<file path="config.mk">
export PLATFORM = sky130hd
export DESIGN_NAME = bulk_dma_ctrl
export DESIGN_NICKNAME = d
export VERILOG_FILES = /design/src/rtl/bulk_dma_pkg.sv /design/src/rtl/bulk_dma_regs.sv /design/src/rtl/bulk_dma_eot.sv /design/src/rtl/bulk_dma_engine.sv /design/src/rtl/bulk_dma_ctrl.sv
export SDC_FILE = /design/constraint.sdc
export NUM_CORES = 1
export LEC_CHECK = 0
export BUFFER_PORTS_ARGS = -buffer_cell sky130_fd_sc_hd__buf_2
export CAP_MARGIN = 25
export CORE_ASPECT_RATIO = 0.75
export CORE_MARGIN = 2
export CORE_UTILIZATION = 46
export DETAILED_ROUTE_END_ITERATION = 12
export PLACE_DENSITY = 0.9
export SLEW_MARGIN = 40
export SYNTH_ARGS = -nofsm -noshare
export SYNTH_HDL_FRONTEND = slang
export SYNTH_SLANG_ARGS = --single-unit
</file>
<file path="constraint.sdc">
create_clock -name clk -period 4.5 [get_ports clk]
set_clock_uncertainty 0.05 [all_clocks]
set_input_delay 0.45 -clock clk [delete_from_list [all_inputs] [get_ports clk]]
set_output_delay 0.45 -clock clk [all_outputs]
set_load 0.005 [all_outputs]
</file>
<file path="src/rtl/bulk_dma_pkg.sv">
package bulk_dma_pkg;

  typedef struct packed {
    logic cnt_eot;
    logic short_eot;
    logic dir_in;
  } dma_cfg_t;

  typedef struct packed {
    logic by_cnt;
    logic by_short;
  } dma_term_t;

endpackage

</file>
<file path="src/rtl/bulk_dma_regs.sv">
module bulk_dma_regs
  import bulk_dma_pkg::*;
#(
  parameter int CNT_W = 16
) (
  input  logic             clk,
  input  logic             rst,
  input  logic             cfg_wr,
  input  logic             cfg_cnt_eot,
  input  logic             cfg_short_eot,
  input  logic             cfg_dir_in,
  input  logic             cnt_wr,
  input  logic [CNT_W-1:0] cnt_wdata,
  input  logic             sts_clr,
  input  dma_term_t        term,
  output dma_cfg_t         cfg,
  output logic [CNT_W-1:0] cnt_load,
  output logic             sts_cnt,
  output logic             sts_short,
  output logic             irq
);

  logic sts_cnt_n;
  logic sts_short_n;

  always_comb begin
    sts_cnt_n   = sts_cnt;
    sts_short_n = sts_short;
    if (sts_clr) begin
      sts_cnt_n   = 1'b0;
      sts_short_n = 1'b0;
    end
    if (term.by_cnt)   sts_cnt_n   = 1'b1;
    if (term.by_short) sts_short_n = 1'b1;
  end

  always_ff @(posedge clk) begin
    if (rst) begin
      cfg       <= '0;
      cnt_load  <= '0;
      sts_cnt   <= 1'b0;
      sts_short <= 1'b0;
      irq       <= 1'b0;
    end else begin
      if (cfg_wr) begin
        cfg.cnt_eot   <= cfg_cnt_eot;
        cfg.short_eot <= cfg_short_eot;
        cfg.dir_in    <= cfg_dir_in;
      end
      if (cnt_wr) cnt_load <= cnt_wdata;
      sts_cnt   <= sts_cnt_n;
      sts_short <= sts_short_n;
      irq       <= sts_cnt_n | sts_short_n;
    end
  end

endmodule

</file>
<file path="src/rtl/bulk_dma_eot.sv">
module bulk_dma_eot
  import bulk_dma_pkg::*;
#(
  parameter int CNT_W   = 16,
  parameter int MAX_PKT = 64
) (
  input  logic                         en,
  input  logic                         req,
  input  logic                         ack_eff,
  input  logic                         sw_stop,
  input  dma_cfg_t                     cfg,
  input  logic [CNT_W-1:0]             cnt,
  input  logic [CNT_W-1:0]             cnt_next,
  input  logic                         buf_last,
  input  logic [$clog2(MAX_PKT+1)-1:0] buf_pkt_len,
  output dma_term_t                    term
);

  localparam int LEN_W = $clog2(MAX_PKT+1);
  localparam logic [LEN_W-1:0] FULL_LEN = LEN_W'(MAX_PKT);

  logic live;
  logic cnt_hit;
  logic short_hit;

  assign live = en & ~sw_stop;

  always_comb begin
    cnt_hit   = 1'b0;
    short_hit = 1'b0;
    if (live && cfg.cnt_eot) begin
      if (ack_eff && cnt_next == '0) cnt_hit = 1'b1;
      if (!req && cnt == '0)         cnt_hit = 1'b1;
    end
    if (live && cfg.short_eot && !cfg.dir_in && ack_eff &&
        buf_last && (buf_pkt_len < FULL_LEN))
      short_hit = 1'b1;
  end

  assign term.by_cnt   = cnt_hit;
  assign term.by_short = short_hit;

endmodule

</file>
<file path="src/rtl/bulk_dma_engine.sv">
module bulk_dma_engine
  import bulk_dma_pkg::*;
#(
  parameter int ADDR_W = 32,
  parameter int DATA_W = 16,
  parameter int CNT_W  = 16
) (
  input  logic                clk,
  input  logic                rst,
  input  logic                cfg_wr,
  input  logic                cfg_en,
  input  dma_cfg_t            cfg,
  input  logic [CNT_W-1:0]    cnt_load,
  input  logic                addr_wr,
  input  logic [ADDR_W-1:0]   addr_wdata,
  input  logic                buf_avail,
  input  logic                buf_space,
  input  logic                dma_ack,
  input  dma_term_t           term,
  output logic                en,
  output logic                req,
  output logic [ADDR_W-1:0]   addr,
  output logic [CNT_W-1:0]    cnt,
  output logic [CNT_W-1:0]    cnt_next,
  output logic                ack_eff,
  output logic                sw_stop,
  output logic [DATA_W/8-1:0] be
);

  localparam int BYTES = DATA_W / 8;
  localparam logic [CNT_W-1:0]  STEP_C = CNT_W'(BYTES);
  localparam logic [ADDR_W-1:0] STEP_A = ADDR_W'(BYTES);

  logic ready;
  logic stop_any;
  logic idle_zero;

  assign sw_stop   = cfg_wr & ~cfg_en;
  assign ack_eff   = req & dma_ack & ~sw_stop;
  assign ready     = cfg.dir_in ? buf_space : buf_avail;
  assign stop_any  = term.by_cnt | term.by_short;
  assign idle_zero = cfg.cnt_eot & (cnt == '0);
  assign cnt_next  = (cnt >= STEP_C) ? (cnt - STEP_C) : '0;

  generate
    for (genvar b = 0; b < BYTES; b++) begin : g_be
      assign be[b] = ~cfg.cnt_eot | (cnt > CNT_W'(b));
    end
  endgenerate

  always_ff @(posedge clk) begin
    if (rst) begin
      en   <= 1'b0;
      req  <= 1'b0;
      addr <= '0;
      cnt  <= '0;
    end else begin
      if (!en && addr_wr) addr <= addr_wdata;
      if (sw_stop) begin
        en  <= 1'b0;
        req <= 1'b0;
      end else begin
        if (ack_eff) begin
          addr <= addr + STEP_A;
          cnt  <= cnt_next;
          req  <= 1'b0;
        end
        if (stop_any) begin
          en  <= 1'b0;
          req <= 1'b0;
        end else if (en && !req && ready && !idle_zero) begin
          req <= 1'b1;
        end
        if (cfg_wr && cfg_en && !en) begin
          en  <= 1'b1;
          cnt <= cnt_load;
        end
      end
    end
  end

endmodule

</file>
<file path="src/rtl/bulk_dma_ctrl.sv">
module bulk_dma_ctrl
  import bulk_dma_pkg::*;
#(
  parameter int ADDR_W  = 32,
  parameter int DATA_W  = 16,
  parameter int CNT_W   = 16,
  parameter int MAX_PKT = 64
) (
  input  logic                         clk,
  input  logic                         rst,
  input  logic                         cfg_wr,
  input  logic                         cfg_en,
  input  logic                         cfg_cnt_eot,
  input  logic                         cfg_short_eot,
  input  logic                         cfg_dir_in,
  input  logic                         cnt_wr,
  input  logic [CNT_W-1:0]             cnt_wdata,
  input  logic                         addr_wr,
  input  logic [ADDR_W-1:0]            addr_wdata,
  input  logic                         sts_clr,
  output logic                         dma_req,
  input  logic                         dma_ack,
  output logic [ADDR_W-1:0]            mem_addr,
  output logic [DATA_W/8-1:0]          mem_be,
  output logic [DATA_W-1:0]            mem_wdata,
  input  logic [DATA_W-1:0]            mem_rdata,
  input  logic                         buf_avail,
  input  logic [DATA_W-1:0]            buf_rdata,
  input  logic                         buf_last,
  input  logic [$clog2(MAX_PKT+1)-1:0] buf_pkt_len,
  output logic                         buf_pop,
  input  logic                         buf_space,
  output logic [DATA_W-1:0]            buf_wdata,
  output logic                         buf_push,
  output logic                         dma_en,
  output logic [CNT_W-1:0]             cnt_remain,
  output logic                         sts_cnt_eot,
  output logic                         sts_short_eot,
  output logic                         irq
);

  dma_cfg_t         cfg;
  dma_term_t        term;
  logic [CNT_W-1:0] cnt_load;
  logic [CNT_W-1:0] cnt_next;
  logic             ack_eff;
  logic             sw_stop;

  bulk_dma_regs #(.CNT_W(CNT_W)) u_regs (
    .clk           (clk),
    .rst           (rst),
    .cfg_wr        (cfg_wr),
    .cfg_cnt_eot   (cfg_cnt_eot),
    .cfg_short_eot (cfg_short_eot),
    .cfg_dir_in    (cfg_dir_in),
    .cnt_wr        (cnt_wr),
    .cnt_wdata     (cnt_wdata),
    .sts_clr       (sts_clr),
    .term          (term),
    .cfg           (cfg),
    .cnt_load      (cnt_load),
    .sts_cnt       (sts_cnt_eot),
    .sts_short     (sts_short_eot),
    .irq           (irq)
  );

  bulk_dma_engine #(.ADDR_W(ADDR_W), .DATA_W(DATA_W), .CNT_W(CNT_W)) u_eng (
    .clk        (clk),
    .rst        (rst),
    .cfg_wr     (cfg_wr),
    .cfg_en     (cfg_en),
    .cfg        (cfg),
    .cnt_load   (cnt_load),
    .addr_wr    (addr_wr),
    .addr_wdata (addr_wdata),
    .buf_avail  (buf_avail),
    .buf_space  (buf_space),
    .dma_ack    (dma_ack),
    .term       (term),
    .en         (dma_en),
    .req        (dma_req),
    .addr       (mem_addr),
    .cnt        (cnt_remain),
    .cnt_next   (cnt_next),
    .ack_eff    (ack_eff),
    .sw_stop    (sw_stop),
    .be         (mem_be)
  );

  bulk_dma_eot #(.CNT_W(CNT_W), .MAX_PKT(MAX_PKT)) u_eot (
    .en          (dma_en),
    .req         (dma_req),
    .ack_eff     (ack_eff),
    .sw_stop     (sw_stop),
    .cfg         (cfg),
    .cnt         (cnt_remain),
    .cnt_next    (cnt_next),
    .buf_last    (buf_last),
    .buf_pkt_len (buf_pkt_len),
    .term        (term)
  );

  assign buf_pop   = ack_eff & ~cfg.dir_in;
  assign buf_push  = ack_eff &  cfg.dir_in;
  assign mem_wdata = buf_rdata;
  assign buf_wdata = mem_rdata;

endmodule

</file>
==> results of run 1 <==
[where the power goes]
part           internal (mW)  total [mW]  switching, mW  leakage (nW)
logic                  0.166       0.387          0.222          1.29
registers              0.692       0.765         0.0733         0.593
clock network          0.491       0.787          0.296         0.157
[layer usage]
layer	part of all wire	vias up	global-route usage
met3	0.10	33	0.0650
met1	0.45	2023	0.338
li1	-	2050	-
met4	0.018	0	0.0843
met2	0.43	227	0.350
met5	0	-	0
[worst min-delay path by stage]
stage,endpoint,from,slack [ns],cells past startpoint
2_1_floorplan,u_eng.cnt[0]$_SDFFE_PP0P_,u_regs.cnt_load[0]$_SDFFE_PP0P_,0.38,2
6_report,u_regs.cnt_load[5]$_SDFFE_PP0P_,cnt_wdata[5],0.30,3
3_5_place_dp,u_eng.cnt[0]$_SDFFE_PP0P_,u_regs.cnt_load[0]$_SDFFE_PP0P_,0.40,2
4_1_cts,u_eng.addr[12]$_SDFF_PP0_,addr_wdata[12],0.30,3
3_3_place_gp,u_eng.addr[0]$_SDFFE_PP0P_,u_eng.addr[0]$_SDFFE_PP0P_,0.39,2
5_1_grt,u_eng.addr[8]$_SDFF_PP0_,addr_wdata[8],0.31,3
[layout make-up]
class                           instances  area [µm²]  share of cell area
Tap cell                              108         135              0.0279
Clock buffer                            9         225              0.0465
Clock inverter                          7         103              0.0212
Multi-Input combinational cell        385        2270               0.468
Inverter                                9        33.8             0.00697
Timing Repair Buffer                  125         641               0.132
Sequential cell                        72        1440               0.298
[sequential cells by signal, indices dropped and copies added, names as in the netlist]
name / flops
u_regs.cfg: 3
u_eng.addr: 32
u_eng.en: 1
u_eng.req: 1
u_regs.sts_short: 1
u_regs.sts_cnt: 1
u_regs.irq: 1
u_eng.cnt: 16
u_regs.cnt_load: 16
[worst max-delay path, cell delays in order, from the launching register on]
cell and delay (ns):
dfxtp_1 0.37, nor3_2 0.53, nand2_2 0.25, nor2_1 0.53
nand3b_1 0.19, buf_2 0.17
[cells in the mapped netlist, drive strengths merged, types with 3 or more instances]
master	count
a222oi	3
o211ai	6
or4	3
a31oi	8
nand2b	4
nand3	20
or2	4
or3	4
buf	40
a211oi	12
dfxtp	72
and3	5
nor3	19
clkbuf	21
and2	5
nand4b	3
and4	3
inv	9
mux2i	24
o21ai	39
nand4	11
a311oi	5
nor2	78
a221oi	4
a21oi	25
nand3b	4
nor4	17
nand2	47
[stage by stage]
stage          hold slack [ns]  setup WS [ns]   util
2_1_floorplan            0.381           2.37      -
3_3_place_gp             0.390           1.80  0.529
6_report                 0.302           1.62  0.568
5_1_grt                  0.310           1.44  0.568
4_1_cts                  0.302           1.65  0.568
3_5_place_dp             0.403           1.68  0.529
[kinds of logic after synthesis]
family,synth area share
and+or+nand+nor,0.283
AOI/OAI and AO/OA,0.190
DFF,0.353
buffers and inverters,0.0955
muxes,0.0643
xor gates and xnor gates,0.00857
adders and majority gates,0.00612
==> results.yml, run 1 <==
setup_path:
  ff2ff_path_depth: 7
  rrSetupSlack_ns: 1.91
  rr_startpoint: "u_eng.cnt[3]$_SDFFE_PP0P_"
  crit_type: "flip-flop to output pin"
  worstSetupEndpointType: "output pin"
  crit_start: "u_eng.cnt[3]$_SDFFE_PP0P_"
  required_ns: 4.00
  rr_endpoint: "u_eng.cnt[13]$_SDFFE_PP0P_"
  endpoint: "mem_be[0]"
  worst_setup_path_start_kind: "flip-flop"
  crit_path_max_fanout: 10
  arrival_ns: 2.38
routing:
  ant_nets: 0
  drt-total-wl_mm: 12.1
  avgViaCountPerCell: 6.06
  drtIter0Drc: 423
  firstDrtPassIters: 5
  drc: 0
  wl_per_cell_um: 16.9
  vias: 4333
sta:
  fin_tns_setup_ns: 0
  finalSetupViolCount: 0
  fin_crit_sh: 0.640
  fmax_ghz: 0.347
  worstMarginPinSlew_ns: 0.792
  rsz0062_at_grt: "false"
  maxSlewViolCount: 0
  hold_viol_final: 0
  period_needed_ns: 2.88
  slew_headroom: 0.466
grt:
  grt_pass1_wl_mm: 18.9
  grt_pass1_vias: 3872
  grt_max_degree: 61
  grt-ovfl-total: 0
  track_usage: 0.239
  antenna_found_initial: 0
clock_network:
  cts_tree: "done"
  cts_resized: 0
  clkSinkCount: 72
  clockBufferDepth: 2
  cts_htree_levels: 3
  root_buffer: "clkbuf_16"
  cts-buffers-inserted: 9
  path_clk_slew_ns: 0.06
  cts_hold_buf: 0
  post_cts_buffers: 0
  insertion_delay_ns: 0.34
yosys:
  synth.distinct_cells: 60
  synth_fp_nets: 630
  yosysTopAreaCellShare: 0.353
  yosys.area.top_type: "dfxtp_1"
  ys_seq_area_frac: 0.353
  post_synth.cell_area_avg_um2: 7.76
  synth_area_mm2: 0.00409
  ys.flop_type: "dfxtp_1"
  ys.warnings.count: 0
  synth-seq-cells: 72
  synthArstFlopShare: 0
  netlist_instances: 527
  synth_area_leaders: "dfxtp_1 35%, nor2_1 7.2%, mux2i_1 5.9%, buf_4 5.9%, o21ai_0 4.3%"
  synth-edff-count: 0
die:
  floorplan.die_area_mm2: 0.00966
  io-pin-count: 190
  dieWidth_um: 113
  dieHeight_um: 85.6
  num_rows: 29
  core_mm2: 0.00853
  initial_core_util: 0.479
place:
  finalWeightedCongestion: 0.901
  hpwl_mm: 8.57
  placed_area_mm2: 0.00451
  dpl.cell_count: 699
  portBuffers: 119
finish:
  layout.cells.most_common: "buf_2"
  synthToLayoutAreaGrowth_pct: 18.5
  final_cell_mix: "119 x buf_2, 76 x nor2_1, 72 x dfxtp_1, 46 x nand2_1, 35 x o21ai_0"
  fin_nets: 705
  drive_above_1_share: 0.260
  final_cells: 715
  antenna_cells: 0
  n_fill_cell: 783
  final_area_mm2: 0.00484
run:
  max-cap-violations: 0
power:
  peakVddDrop_mv: 0.179
  finalPower_mw: 1.94
  p_per_area_mw_per_mm2: 400
  leakagePower_nw: 2.04
min_path:
  hold_class: "primary input to flip-flop"
status:
  status: "finished, final reports clean"
Note: power is estimated with default switching activity, not from simulation.
==> run 2: changes to the inputs <==
ABC_AREA = 1   (was not set)
PLACE_DENSITY = 0.88   (was 0.9)
clock period = 2.8 ns   (was 4.5 ns; I/O delays follow)
==> run 2 against run 1 <==
Compared with the run above:
- non-clock buffer count is 2 higher
- sequential power grew 52%
- cell count up 27%
- flip-flop and latch count unchanged
- combinational power up 43%
- clock-buffer cell count rose by 1
- largest cell class unchanged
==> results.yml, run 2 <==
finish:
  synthToLayoutAreaGrowth_pct: 17.5
  layout.cells.most_common: "nand2_1"
  regMostFlops: "u_eng.addr"
  final_cell_mix: "176 x nand2_1, 119 x buf_2, 80 x nor2_1, 72 x dfxtp_1, 60 x inv_1"
  seq_area_mm2: 0.00144
  largest_reg_flops: 32
  n_fill_cell: 954
  multi_input_area_mm2: 0.00246
  drive_above_1_share: 0.232
  final_area_mm2: 0.00533
  antenna_cells: 0
  biggestRegsByFlops: "u_eng.addr x32, u_eng.cnt x16, u_regs.cnt_load x16"
  fin_nets: 873
setup_path:
  crit_type: "flip-flop to flip-flop"
  arrival_ns: 2.41
  path_cells: "inv_2, ha_1, nand3_2, nor2_1, nand3_1, nand3_1, nand2_1, nor2_1, nand3_1, nand2_1, nand2_1, nand2_1, nand2_1, nand2_1"
  crit_path_max_fanout: 6
  worst_setup_path_start_kind: "flip-flop"
  critical-path-max-stage-delay_ns: 0.33
  slowest_stage: "dfxtp_1"
  cpMostUsedCell: "nand2_1"
  worstSetupEndpointType: "flip-flop"
  required_ns: 3.03
die:
  num_rows: 31
  dieWidth_um: 119
  dieHeight_um: 90.0
  io-pin-count: 190
  core_mm2: 0.00962
  floorplan.die_area_mm2: 0.0107
  initial_core_util: 0.472
routing:
  wl_per_cell_um: 13.9
  avgViaCountPerCell: 5.19
  drtIter0Drc: 425
  vias: 4704
  firstDrtPassIters: 6
  drc: 0
  drt-total-wl_mm: 12.6
  ant_nets: 0
clock_network:
  cts_tree: "done"
  cts_resized: 0
  post_cts_buffers: 0
  insertion_delay_ns: 0.34
  root_buffer: "clkbuf_16"
  cts-buffers-inserted: 9
  cts_htree_levels: 3
  clkSinkCount: 72
  clockBufferDepth: 2
  path_clk_slew_ns: 0.06
  cts_hold_buf: 0
sta:
  hold_viol_final: 0
  maxSlewViolCount: 0
  fmax_ghz: 0.458
  fin_crit_sh: 0.781
  finalSetupViolCount: 0
  slew_headroom: 0.474
  worstMarginPinSlew_ns: 0.781
  setup_ws_ns: 0.614
  fin_tns_setup_ns: 0
  rsz0062_at_grt: "false"
  period_needed_ns: 2.19
place:
  hpwl_mm: 9.13
  placed_area_mm2: 0.00499
  finalWeightedCongestion: 0.920
  pre_cts_ws_ns: 0.676
  portBuffers: 119
yosys:
  ys.warnings.count: 0
  netlist_instances: 691
  synth_common_cells: "176 x nand2_1, 80 x nor2_1, 72 x dfxtp_1"
  yosysTopAreaCellShare: 0.318
  synthArstFlopShare: 0
  synth-compound-area-share: 0.125
  synth-xor-area-share: 0.0367
  synth_most_common_cell: "nand2_1"
  synth_area_leaders: "dfxtp_1 32%, nand2_1 15%, nor2_1 6.6%, nand3_1 6.3%, buf_4 5.5%"
  ys_seq_area_frac: 0.318
  synth-edff-count: 0
  synth-seq-cells: 72
  synth_top_family_by_area: "simple AND/OR/NAND/NOR gates"
  synthMuxAreaShare: 0
  synth.distinct_cells: 38
  ys.flop_type: "dfxtp_1"
  yosys.area_share.simple: 0.375
  yosys.area.top_type: "dfxtp_1"
  synthAdderAreaFrac: 0.00552
  post_synth.cell_area_avg_um2: 6.57
  synth_fp_nets: 794
  synth_area_mm2: 0.00454
grt:
  grt_max_degree: 50
  grt_pass1_vias: 4163
  antenna_found_initial: 0
  grt_pass1_wl_mm: 20.5
  grt-ovfl-total: 0
  track_usage: 0.233
power:
  p_per_area_mw_per_mm2: 568
  leakagePower_nw: 2.58
  peakVddDrop_mv: 0.390
run:
  max-cap-violations: 0
min_path:
  hold_class: "primary input to flip-flop"
status:
  status: "finished, final reports clean"
-- run 2: cell type report --
class                           count  area share
Inverter                           72      0.0507
Sequential cell                    72       0.270
Clock buffer                       10      0.0448
Clock inverter                      6      0.0183
Timing Repair Buffer              127       0.123
Multi-Input combinational cell    488       0.462
Tap cell                          132      0.0310
-- run 2: path summary, 6_finish.rpt --
kind                                        start                          endpoint  slack (ns)  cells after the start
setup / recovery        u_eng.cnt[1]$_SDFFE_PP0P_             u_regs.irq$_SDFF_PP0_        0.61                     14
hold / removal                      cnt_wdata[13]  u_regs.cnt_load[13]$_SDFFE_PP0P_        0.12                      3
setup reg to reg        u_eng.cnt[1]$_SDFFE_PP0P_             u_regs.irq$_SDFF_PP0_        0.61                     14
hold reg to reg   u_regs.cnt_load[0]$_SDFFE_PP0P_         u_eng.cnt[0]$_SDFFE_PP0P_        0.44                      2
-- run 2: per-layer routing --
layer,up-vias,global-route usage,share of wire
li1,2384,-,-
met2,240,0.335,0.41
met3,16,0.0444,0.097
met1,2064,0.350,0.48
met5,-,0,0
met4,0,0.0665,0.017
-- run 2: cell families (layout without fill, tap and decap cells) --
| family | count (synthesis) | count (layout) |
|---|---|---|
| and+or+nand+nor | 373 | 373 |
| buffers and inverters | 131 | 215 |
| DFF | 72 | 72 |
| xor gates and xnor gates | 19 | 19 |
| adders and majority gates | 2 | 2 |
| AOI/OAI and AO/OA | 94 | 94 |
-- run 2: through the flow --
step | hold slack, ns | util | cells | power (mW)
global route | 0.121 | 0.554 | 907 | 3.17
detailed placement | 0.436 | 0.519 | 891 | 1.73
finish | 0.115 | 0.554 | 907 | 3.03
CTS | 0.115 | 0.554 | 907 | 3.04
global placement | 0.423 | 0.519 | 891 | 1.72
floorplan | 0.365 | - | 691 | 1.60
-- run 2: critical path, delay by kind of cell (launching register included) --
kind,cells,cell delay (ns)
flops,1,0.33
simple gates,12,1.41
buf+inv,1,0.13
fa+ha+maj,1,0.21
-- run 2: power breakdown --
part	total [mW]	switching [mW]	internal, mW
Combinational	0.554	0.340	0.214
Sequential	1.16	0.0732	1.09
Clock	1.31	0.489	0.821
==> run 3: changes to the inputs <==
ABC_AREA = 0   (was 1)
CORE_UTILIZATION = 43   (was 46)
PLACE_DENSITY = 0.89   (was 0.88)
clock period = 1.75 ns   (was 2.8 ns; I/O delays follow)
==> run 3 against run 2 <==
Compared with the run above:
- the flow now finishes with violations (negative setup slack)
- sequential share of layout area down 3.4 points
- clock-buffer cell count up 1
- wire length up 29%
- maximum frequency up 1.4%
- first-iteration DRC count up 19%
- sequential power up 65%
- critical path depth down 7
- clock power up 50%
- setup slack worse by 1.0 ns
- die area down 3.5%
- hold slack worse by 0.087 ns
- total power up 83%
- critical endpoint unchanged
- critical path type unchanged
==> results.yml, run 3 (synthesized netlist as in run 1, its figures left out) <==
place:
  hpwl_mm: 10.6
  portBuffers: 119
  placed_area_mm2: 0.00544
  dpl.cell_count: 825
  pre_cts_ws_ns: -0.323
  finalWeightedCongestion: 1.04
sta:
  setup_ws_ns: -0.406
  maxSlewViolCount: 0
  fin_crit_sh: 1.23
  fmax_ghz: 0.464
  holdWs_ns: 0.0289
  period_needed_ns: 2.16
  finalSetupViolCount: 24
  worstMarginPinSlew_ns: 0.616
  fin_tns_setup_ns: -4.32
  rsz0062_at_grt: "true"
  slew_headroom: 0.584
  hold_viol_final: 0
routing:
  drt-total-wl_mm: 16.2
  drtIter0Drc: 504
  vias: 5157
  drc: 0
  avgViaCountPerCell: 6.03
  ant_nets: 0
  wl_per_cell_um: 18.9
  firstDrtPassIters: 6
grt:
  grt-ovfl-total: 0
  top_usage_layer: "met2"
  met1_usage: 0.355
  grt_pass1_wl_mm: 22.9
  met3_usage: 0.0562
  track_usage: 0.281
  grt_max_degree: 61
  met2_usage: 0.478
  antenna_found_initial: 0
  grt_pass1_vias: 4767
setup_path:
  ff2ff_path_depth: 7
  arrival_ns: 2.37
  worstSetupEndpointType: "flip-flop"
  worst_setup_path_start_kind: "flip-flop"
  crit_type: "flip-flop to flip-flop"
  required_ns: 1.96
  crit_path_max_fanout: 8
  rrSetupSlack_ns: -0.41
finish:
  n_fill_cell: 689
  final_cells: 855
  finish.utilization: 0.679
  regMostFlops: "u_eng.addr"
  final_area_mm2: 0.00622
  drive_above_1_share: 0.473
  final_cell_mix: "119 x buf_2, 115 x buf_4, 72 x nor2_1, 54 x dfxtp_1, 43 x nand2_1"
  synthToLayoutAreaGrowth_pct: 52.2
  layout.cells.most_common: "buf_2"
  antenna_cells: 0
  biggestRegsByFlops: "u_eng.addr x32, u_eng.cnt x16, u_regs.cnt_load x16"
  fin_nets: 825
  largest_reg_flops: 32
die:
  num_rows: 30
  io-pin-count: 190
  core_mm2: 0.00916
  floorplan.die_area_mm2: 0.0103
  dieWidth_um: 117
  dieHeight_um: 88.4
  initial_core_util: 0.446
clock_network:
  clkSinkCount: 72
  cts_tree: "done"
  insertion_delay_ns: 0.33
  clockBufferDepth: 2
  cts_htree_levels: 3
  root_buffer: "clkbuf_16"
  cts-buffers-inserted: 9
  cts_hold_buf: 0
  path_clk_slew_ns: 0.06
min_path:
  hold_class: "primary input to flip-flop"
  holdPathStages: 3
power:
  switching_share: 0.313
  seqPwrFrac: 0.345
  leakagePower_nw: 2.82
  clkPwrFrac: 0.356
  power.internal_mw: 3.79
  p_per_area_mw_per_mm2: 888
  peakVddDrop_mv: 0.478
  switching_power_mw: 1.73
  p_comb_frac: 0.299
  finalPower_mw: 5.53
run:
  max-cap-violations: 0
status:
  violations: "negative setup slack"
  status: "finished, violations left"
[run 3: cell count changes in the layout (fill, tap and decap cells not counted), sizes merged, moves of 12 or more]
| cell | change |
|---|---|
| xor2 | -12 |
| nor4 | +13 |
| inv | -64 |
| a31oi | -14 |
| nand2 | -135 |
| nor2 | -15 |
| buf | +118 |
| nand3 | -43 |
| mux2i | +24 |
[run 3: final timing paths]
kind,endpoint,start
max reg2reg,u_regs.irq$_SDFF_PP0_,u_eng.cnt[14]$_SDFFE_PP0P_
max,u_regs.irq$_SDFF_PP0_,u_eng.cnt[14]$_SDFFE_PP0P_
min,u_eng.addr[0]$_SDFFE_PP0P_,addr_wdata[0]
min reg2reg,u_eng.addr[0]$_SDFFE_PP0P_,u_eng.addr[0]$_SDFFE_PP0P_
[run 3: layout make-up]
type | count | area, µm² | area share
multi-input combinational | 385 | 2610 | 0.420
timing repair buffer | 245 | 1620 | 0.260
sequential | 72 | 1470 | 0.237
clock buffer | 11 | 264 | 0.0424
tap | 128 | 160 | 0.0257
clock inverter | 5 | 62.6 | 0.0101
inverter | 9 | 33.8 | 0.00543
[run 3: power groups by stage]
stage	logic, mW	registers (mW)	clock network [mW]
2_1_floorplan	0.700	1.97	0
3_3_place_gp	1.36	1.91	0
3_5_place_dp	1.43	1.92	0
4_1_cts	1.51	1.90	1.98
5_1_grt	1.74	1.92	2.05
6_report	1.65	1.91	1.97
[run 3: routing by layer]
metal  vias up  wire length [µm]
met2       382              7590
met5         -                 0
met4         0               654
met3        89              1630
li1       2283                 -
met1      2403              6300
[run 3: timing repair]
action | in CTS | in global routing
endpoints found under the setup margin | 36 | 42
gates cloned | 0 | 0
setup buffers | 6 | 10
gates resized for setup | 34 | 57
pin swaps | 15 | 30
[run 3: critical path, stage by stage (launching register included)]
cell     delay, ns
dfxtp_1       0.35
nor4_4        0.40
nand2_2       0.13
nor2_1        0.18
buf_4         0.21
nor4b_1       0.53
nor2_1        0.14
o21ai_2       0.09
